===== src/rtl/i2c_fe_pkg.sv =====
package i2c_fe_pkg;

  localparam int BYTE_W = 8;

  typedef enum logic [2:0] {
    ST_IDLE,
    ST_ADDR,
    ST_ADDR_SLOT,
    ST_DATA,
    ST_DATA_SLOT,
    ST_HOLD
  } fe_state_e;

  typedef struct packed {
    logic scl_rise;
    logic scl_fall;
    logic start;
    logic stop;
  } bus_evt_t;

  // 00001xxx: high-speed master code
  function automatic logic is_hs_code(input logic [BYTE_W-1:0] b);
    return b[BYTE_W-1:BYTE_W-5] == 5'b00001;
  endfunction

endpackage


===== src/rtl/i2c_fe_cond.sv =====
module i2c_fe_cond
  import i2c_fe_pkg::*;
#(
  parameter int SYNC_STAGES = 2
) (
  input  logic     clk,
  input  logic     rst_n,
  input  logic     scl_i,
  input  logic     sda_i,
  output logic     sda_lvl,
  output bus_evt_t evt
);
  localparam int SW = (SYNC_STAGES < 2) ? 2 : SYNC_STAGES;

  logic [SW-1:0] scl_sh, sda_sh;
  logic          scl_q, sda_q;
  logic          scl_s, sda_s;

  always_ff @(posedge clk or negedge rst_n) begin
    if (!rst_n) begin
      scl_sh <= '1;
      sda_sh <= '1;
      scl_q  <= 1'b1;
      sda_q  <= 1'b1;
    end else begin
      scl_sh <= {scl_sh[SW-2:0], scl_i};
      sda_sh <= {sda_sh[SW-2:0], sda_i};
      scl_q  <= scl_sh[SW-1];
      sda_q  <= sda_sh[SW-1];
    end
  end

  assign scl_s   = scl_sh[SW-1];
  assign sda_s   = sda_sh[SW-1];
  assign sda_lvl = sda_s;

  always_comb begin
    evt.scl_rise = scl_s & ~scl_q;
    evt.scl_fall = ~scl_s & scl_q;
    evt.start    = scl_s & scl_q & ~sda_s & sda_q;
    evt.stop     = scl_s & scl_q & sda_s & ~sda_q;
  end

endmodule


===== src/rtl/i2c_fe_engine.sv =====
module i2c_fe_engine
  import i2c_fe_pkg::*;
#(
  parameter logic [5:0] BASE_ADDR = 6'b011010
) (
  input  logic              clk,
  input  logic              rst_n,
  input  bus_evt_t          evt,
  input  logic              sda_lvl,
  input  logic              a0_strap,
  input  logic              buf_full,
  output logic              sda_oe,
  output logic              hs_mode,
  output logic              txn_start,
  output logic              txn_rd,
  output logic              push,
  output logic [BYTE_W-1:0] push_data
);
  localparam int CNT_W = $clog2(BYTE_W);
  localparam logic [CNT_W-1:0] LAST_BIT = CNT_W'(BYTE_W - 1);

  fe_state_e         state;
  logic [BYTE_W-1:0] sh;
  logic [CNT_W-1:0]  cnt;
  logic              byte_done;
  logic              hs_pend;
  logic              rd_mode;
  logic              nacked;
  logic [6:0]        own_addr;

  assign own_addr  = {BASE_ADDR, a0_strap};
  assign push_data = sh;

  always_ff @(posedge clk or negedge rst_n) begin
    if (!rst_n) begin
      state     <= ST_IDLE;
      sh        <= '0;
      cnt       <= '0;
      byte_done <= 1'b0;
      hs_pend   <= 1'b0;
      rd_mode   <= 1'b0;
      nacked    <= 1'b0;
      sda_oe    <= 1'b0;
      hs_mode   <= 1'b0;
      txn_start <= 1'b0;
      txn_rd    <= 1'b0;
      push      <= 1'b0;
    end else begin
      txn_start <= 1'b0;
      push      <= 1'b0;
      if (evt.stop) begin
        state     <= ST_IDLE;
        sda_oe    <= 1'b0;
        hs_mode   <= 1'b0;
        hs_pend   <= 1'b0;
        byte_done <= 1'b0;
      end else if (evt.start) begin
        state     <= ST_ADDR;
        cnt       <= '0;
        sda_oe    <= 1'b0;
        hs_pend   <= 1'b0;
        byte_done <= 1'b0;
      end else begin
        case (state)
          ST_ADDR, ST_DATA: begin
            if (evt.scl_rise) begin
              sh  <= {sh[BYTE_W-2:0], sda_lvl};
              cnt <= cnt + 1'b1;
              if (cnt == LAST_BIT) byte_done <= 1'b1;
            end else if (evt.scl_fall && byte_done) begin
              byte_done <= 1'b0;
              if (state == ST_ADDR) begin
                if (is_hs_code(sh)) begin
                  hs_pend <= 1'b1;
                  state   <= ST_ADDR_SLOT;
                end else if (sh[BYTE_W-1:1] == own_addr) begin
                  sda_oe    <= 1'b1;
                  txn_start <= 1'b1;
                  txn_rd    <= sh[0];
                  rd_mode   <= sh[0];
                  state     <= ST_ADDR_SLOT;
                end else begin
                  state <= ST_HOLD;
                end
              end else begin
                nacked <= buf_full;
                state  <= ST_DATA_SLOT;
                if (!buf_full) begin
                  push   <= 1'b1;
                  sda_oe <= 1'b1;
                end
              end
            end
          end
          ST_ADDR_SLOT: begin
            if (evt.scl_fall) begin
              sda_oe <= 1'b0;
              cnt    <= '0;
              if (hs_pend) begin
                hs_mode <= 1'b1;
                hs_pend <= 1'b0;
                state   <= ST_HOLD;
              end else if (rd_mode) begin
                state <= ST_HOLD;
              end else begin
                state <= ST_DATA;
              end
            end
          end
          ST_DATA_SLOT: begin
            if (evt.scl_fall) begin
              sda_oe <= 1'b0;
              cnt    <= '0;
              state  <= nacked ? ST_HOLD : ST_DATA;
            end
          end
          default: ;
        endcase
      end
    end
  end

endmodule


===== src/rtl/i2c_fe_rxbuf.sv =====
module i2c_fe_rxbuf
  import i2c_fe_pkg::*;
(
  input  logic              clk,
  input  logic              rst_n,
  input  logic              push,
  input  logic [BYTE_W-1:0] push_data,
  input  logic              rx_ready,
  output logic              rx_valid,
  output logic [BYTE_W-1:0] rx_data
);
  always_ff @(posedge clk or negedge rst_n) begin
    if (!rst_n) begin
      rx_valid <= 1'b0;
      rx_data  <= '0;
    end else if (push && !rx_valid) begin
      rx_valid <= 1'b1;
      rx_data  <= push_data;
    end else if (rx_valid && rx_ready) begin
      rx_valid <= 1'b0;
    end
  end

endmodule


===== src/rtl/i2c_hs_target.sv =====
module i2c_hs_target
  import i2c_fe_pkg::*;
#(
  parameter logic [5:0] BASE_ADDR   = 6'b011010,
  parameter int         SYNC_STAGES = 2
) (
  input  logic       clk,
  input  logic       rst_n,
  input  logic       scl_i,
  input  logic       sda_i,
  input  logic       a0_strap,
  output logic       sda_oe,
  output logic       hs_mode,
  output logic       txn_start,
  output logic       txn_rd,
  output logic       rx_valid,
  input  logic       rx_ready,
  output logic [7:0] rx_data
);
  bus_evt_t          evt;
  logic              sda_lvl;
  logic              push;
  logic [BYTE_W-1:0] push_data;

  i2c_fe_cond #(.SYNC_STAGES(SYNC_STAGES)) u_cond (
    .clk     (clk),
    .rst_n   (rst_n),
    .scl_i   (scl_i),
    .sda_i   (sda_i),
    .sda_lvl (sda_lvl),
    .evt     (evt)
  );

  i2c_fe_engine #(.BASE_ADDR(BASE_ADDR)) u_eng (
    .clk       (clk),
    .rst_n     (rst_n),
    .evt       (evt),
    .sda_lvl   (sda_lvl),
    .a0_strap  (a0_strap),
    .buf_full  (rx_valid),
    .sda_oe    (sda_oe),
    .hs_mode   (hs_mode),
    .txn_start (txn_start),
    .txn_rd    (txn_rd),
    .push      (push),
    .push_data (push_data)
  );

  i2c_fe_rxbuf u_rx (
    .clk       (clk),
    .rst_n     (rst_n),
    .push      (push),
    .push_data (push_data),
    .rx_ready  (rx_ready),
    .rx_valid  (rx_valid),
    .rx_data   (rx_data)
  );

endmodule


===== config.mk =====
export PLATFORM = sky130hd
export DESIGN_NAME = i2c_hs_target
export DESIGN_NICKNAME = d
export VERILOG_FILES = /design/src/rtl/i2c_fe_pkg.sv /design/src/rtl/i2c_fe_cond.sv /design/src/rtl/i2c_fe_engine.sv /design/src/rtl/i2c_fe_rxbuf.sv /design/src/rtl/i2c_hs_target.sv
export SDC_FILE = /design/constraint.sdc
export NUM_CORES = 1
export LEC_CHECK = 0
export BUFFER_PORTS_ARGS = -buffer_cell sky130_fd_sc_hd__buf_2
export CORE_MARGIN = 5
export CORE_UTILIZATION = 45
export CTS_CLUSTER_DIAMETER = 80
export DETAILED_ROUTE_END_ITERATION = 7
export GPL_TIMING_DRIVEN = 0
export PLACE_DENSITY = 0.76
export SLEW_MARGIN = 20
export SYNTH_ARGS = -nofsm -noshare
export SYNTH_HDL_FRONTEND = slang
export SYNTH_HIERARCHICAL = 1
export SYNTH_SLANG_ARGS = --single-unit

===== constraint.sdc =====
create_clock -name clk -period 2.3 [get_ports clk]
set_clock_uncertainty 0.1 [all_clocks]
set_input_delay 0 -clock clk [delete_from_list [all_inputs] [get_ports clk]]
set_output_delay 0 -clock clk [all_outputs]
set_load 0.05 [all_outputs]

-- After elaboration in Yosys (flattened, before gate mapping)
Cells that the tools add are included.
- output and inout bits: 13
- input bits: 6
- bits in registers: 37
- logic and storage cells: 142
- muxes and demuxes: 62
- equality and inequality tests: 21
- $add $sub $neg: 1
- reduce and logical (&&, ||, !) cells: 25
- bitwise operators: 16
- operators with widths (cell ; number):
    $mux W3 ; 15
    $mux W1 ; 43
    $ne A4 B3 Y1 const B ; 6
    $ne A5 B5 Y1 const B ; 3
    $reduce_and A4 Y1 ; 3
    $reduce_and A6 Y1 ; 2
    $reduce_bool A4 Y1 ; 3
    $not A1 Y1 ; 9
    $pmux W3 S3 ; 1
    $reduce_and A8 Y1 ; 1
    $reduce_bool A2 Y1 ; 4
    $and A1 B1 Y1 ; 7
    $eq A7 B6 Y1 ; 1
    $reduce_and A7 Y1 ; 1
    $eq A3 B2 Y1 const B ; 2
    $eq A3 B3 Y1 const B ; 2
    $pmux W3 S2 ; 1
    $reduce_bool A3 Y1 ; 2
    $eq A5 B1 Y1 const B ; 1
    $reduce_and A5 Y1 ; 1
    $reduce_bool A5 Y1 ; 1
    $ne A4 B1 Y1 const B ; 1
    $ne A4 B4 Y1 const B ; 1
    $pmux W1 S2 ; 2
    other kinds (9) ; 12

-- Logic depth before layout (Yosys ltp)
- depth after elaboration: 9
- gate-level depth with buffers: 6
- mapped depth without buffers: 5

-- By module
Netlist, hierarchy kept.
- modules (own cells, without submodules) (module ; cells an instance ; area an instance (µm²) ; times used):
    i2c_fe_engine ; 100 ; 1181.1 ; 1
    i2c_fe_rxbuf ; 21 ; 374.1 ; 1
    i2c_fe_cond ; 10 ; 190.2 ; 1

-- Worst setup path before layout
Ideal clock, no wire load.
- path type: register to register
- start point: register u_cond.sda_sh[1]
- end point: register u_eng.rd_mode
- stages on the path, launching flop included: 7
- arrival: 1808 ps
- slack: 265 ps
- setup time: 127 ps
- period minus slack after synthesis: 2035 ps
- cell sequence: dfstp_2 and4b_1 buf_4 nor4b_4 and2b_1 and2_1 mux2_1
- RTL lines (item ; RTL line ; source):
    start: declaration ; i2c_fe_cond.sv:15 ; logic [SW-1:0] scl_sh, sda_sh;
    start signal: assignment ; i2c_fe_cond.sv:27 ; sda_sh <= {sda_sh[SW-2:0], sda_i};
    end signal: assignment ; i2c_fe_engine.sv:80 ; rd_mode <= sh[0];
    end: declaration ; i2c_fe_engine.sv:27 ; logic rd_mode;

==> summary.md <==
| Metric | Value |
|---|---|
| Outcome | finished clean |
| Final net count | 169 |
| Clock H-tree levels | 2 |
| Number of flops mapped to enable cells by yosys | 0 |
| Area of the mapped netlist | 1750 µm² |
| Via count of the first global-routing pass | 1174 |
| RSZ-0062 raised after global routing | false |
| Core Area | 3720 µm² |
| Sink count of the clock tree | 37 |
| Final Util | 54.7% |
| Number of gates resized after CTS | 0 |
| Fin crit share | 94.7% |
| Ratio of cells with drive above 1 in the final layout | 32.1% |
| Count of warnings emitted by yosys | 6 |
| Worst r2r src | u_cond/scl_q$_DFF_PN1_ |
| Count of different cell masters after synthesis | 47 |
| Detailed router's first-iteration violation count | 65 |
| Die span in x | 72.3 µm |
| Worst hold margin | 0.229 ns |
| Chip height | 72.3 µm |
| Clock tree from TritonCTS | built |
| Wire length reported by the detailed router | 3.39 mm |
| Share of async-settable or async-resettable flops after synthesis | 100% |
| Mapped Nets | 139 |
| Total negative slack | 0 ns |
| Post-route minimum period | 2.18 ns |
| Number of port buffers | 18 |
| Pins over their slew limit | 0 |
| Largest net degree at the start of global routing | 38 |
| Category of the worst setup path capture point | flop |
| Leakage power summed over all cells | 0.991 nW |
| Half-perimeter wire length after detailed placement | 2.32 mm |
| Slowest cell on crit path | dfstp_2 |
| Critical-path maximum fanout | 7 |
| GR Util All Layers | 13.9% |
| Drt drc | 0 |
| Wire per inst | 16.2 µm |
| Setup slack of the most critical reg-to-reg path | 0.12 ns |
| Number of maximum-capacitance violations | 0 |
| Finished Layout Cells | 210 |
| Critical path class | flop to flop |
| Clock root cell | clkbuf_8 |
| Most common cell after layout, fill and taps aside | dfrtp_1 |
| Placed cell count | 197 |
| Max transition margin | 47.0% |
| Growth of design area from synthesis to finish | 16.5% |
| Worst Reg2Reg Path Length in Cells | 5 |
| Post-Synthesis Cells | 131 |
| Floorplan die area | 5220 µm² |
| Total number of vias | 1165 |
| Number of detailed-routing iterations run before antenna repair | 4 |
| Worst hold path class | input port to asynchronous set/reset pin |
| Endpoint of the lowest-slack register-to-register path | u_eng/rd_mode$_DFFE_PN0P_ |
| Count of pins on the block boundary | 19 |
| Flip-flop and latch count after synthesis | 37 |
| Total of endpoints with negative setup slack in the final report | 0 |
| Worst-case clock buffer depth | 2 |
| Required time worst endpoint | 2.37 ns |
| Clock latency of the later-clocked register in the worst-skew pair | 0.29 ns |
| Register clock-pin slew on the reported worst setup and hold paths | 0.07 ns |
| Worst Tran Pin Value | 0.796 ns |
| Number of hold-slack violations in the final timing report | 0 |
| Worst EP arrival | 2.25 ns |
| IR drop worst, VDD | 0.403 mV |
| Routability-driven placement congestion ratio | 0.885 |
| Chain of cells forming the critical path | nor2b_1, nand3b_1, and2b_1, and2_1, mux2_1 |
| Highest clock rate | 0.459 GHz |
| Startpoint class of the critical path | flop |
| Average size of a mapped cell | 13.3 µm² |
| Most common flop cell mapped by yosys | dfrtp_1 |
| Number of antenna violations at the first check in global routing | 0 |
| Site row count | 22 |
| Via density | 5.55 |
| Slowest Stage Delay on Critical Path | 0.54 ns |
| Number of buffers created by CTS | 5 |
| Sequential fraction of the synthesis area | 53.5% |
| Power per unit of standard cell area | 581 nW/µm² |
| Initial cell density of the core | 47.0% |
| Residual antenna-violating net count after detailed routing | 0 |
| Wire length of the first global-routing pass | 5.55 mm |
| Ant diodes | 0 |
| Highest-count cells in the layout ignoring fill and taps | 31 x dfrtp_1, 20 x buf_2, 10 x mux2_1 |
| Global route total overflow | 0 |
what timing repair did:
item | CTS | global route
endpoints found under the setup margin | 0 | 1
hold buffers | 4 | 0
setup buffers | 0 | 1
hold endpoints to repair | 34 | 0
state kept, by name (all words and copies together) (netlist names), 2 cells and up:
name,count
u_eng/push_data,8
u_rx/rx_data,8
u_eng/cnt,3
u_eng/state,3
u_cond/scl_sh,2
u_cond/sda_sh,2
stage by stage:
step | worst slack, ns | total power, mW | area (µm²)
6_report | 0.121 | 1.18 | 2030
5_1_grt | 0.0103 | 1.22 | 2030
4_1_cts | 0.104 | 1.19 | 2030
3_5_place_dp | 0.122 | 0.728 | 1900
3_3_place_gp | 0.119 | 0.725 | 1900
2_1_floorplan | 0.265 | 0.703 | 1750
area by class of cell:
| cell class | count | area (µm²) |
|---|---|---|
| Fill cell | 329 | 1680 |
| Sequential cell | 37 | 933 |
| Multi-Input combinational cell | 85 | 757 |
| Timing Repair Buffer | 23 | 138 |
| Clock buffer | 8 | 90.1 |
| Tap cell | 48 | 60.1 |
| Buffer | 6 | 43.8 |
| Inverter | 3 | 11.3 |
kinds of logic after synthesis:
| group | count (synthesis) | synth area share, % |
|---|---|---|
| adder cells (fa/ha/maj) | 2 | 1.43 |
| buffers and inverters | 9 | 3.15 |
| multiplexers | 19 | 13.9 |
| XOR/XNOR | 2 | 1.00 |
| AO/OA/AOI/OAI | 25 | 11.2 |
| AND/OR/NAND/NOR | 37 | 15.8 |
| flip-flops | 37 | 53.5 |
critical path, delay by kind of cell, from the launching register on:
kind             cells  cell delay, ns
AND/OR/NAND/NOR      4            1.10
flip-flops           1            0.54
multiplexers         1            0.32
metal layers:
layer	track usage, %	vias up	wire, µm
met5	0	-	0
met4	5.64	0	51
met3	5.26	8	186
met2	21.2	34	1600
met1	17.7	584	1560
li1	-	539	-
power breakdown:
group | internal [mW] | switching (mW)
Sequential | 0.663 | 0.00787
Clock | 0.244 | 0.217
Combinational | 0.0170 | 0.0324
Yosys cell counts, types with 2 or more instances:
cell type | n | share of area [%]
a21oi_1 | 5 | 1.4
a32o_1 | 2 | 1.1
and2_1 | 2 | 0.72
and2b_1 | 2 | 0.86
and4b_1 | 2 | 1.1
buf_2 | 2 | 0.57
buf_4 | 3 | 1.3
dfrtp_1 | 31 | 44
dfstp_2 | 6 | 9.0
ha_1 | 2 | 1.4
inv_1 | 3 | 0.65
mux2_1 | 10 | 6.5
mux2_4 | 8 | 6.9
nand2_1 | 3 | 0.65
nand3b_1 | 3 | 1.3
nor2_1 | 8 | 1.7
nor2b_1 | 3 | 1.1
nor4b_4 | 2 | 2.7
o21ai_0 | 3 | 0.86
o21ai_1 | 3 | 0.86
xor2_1 | 2 | 1.0
worst max path at each step:
stage | start | end | slack, ns
after floorplan | u_cond/sda_sh[1]$_DFF_PN1_ | u_eng/rd_mode$_DFFE_PN0P_ | 0.26
after global placement | u_cond/sda_sh[1]$_DFF_PN1_ | u_eng/rd_mode$_DFFE_PN0P_ | 0.12
after detailed placement | u_cond/sda_sh[1]$_DFF_PN1_ | u_eng/rd_mode$_DFFE_PN0P_ | 0.12
after CTS | u_cond/sda_sh[1]$_DFF_PN1_ | u_eng/rd_mode$_DFFE_PN0P_ | 0.10
after global routing | u_cond/scl_q$_DFF_PN1_ | u_eng/rd_mode$_DFFE_PN0P_ | 0.01
final | u_cond/scl_q$_DFF_PN1_ | u_eng/rd_mode$_DFFE_PN0P_ | 0.12
Note: power is estimated with default switching activity, not from simulation.
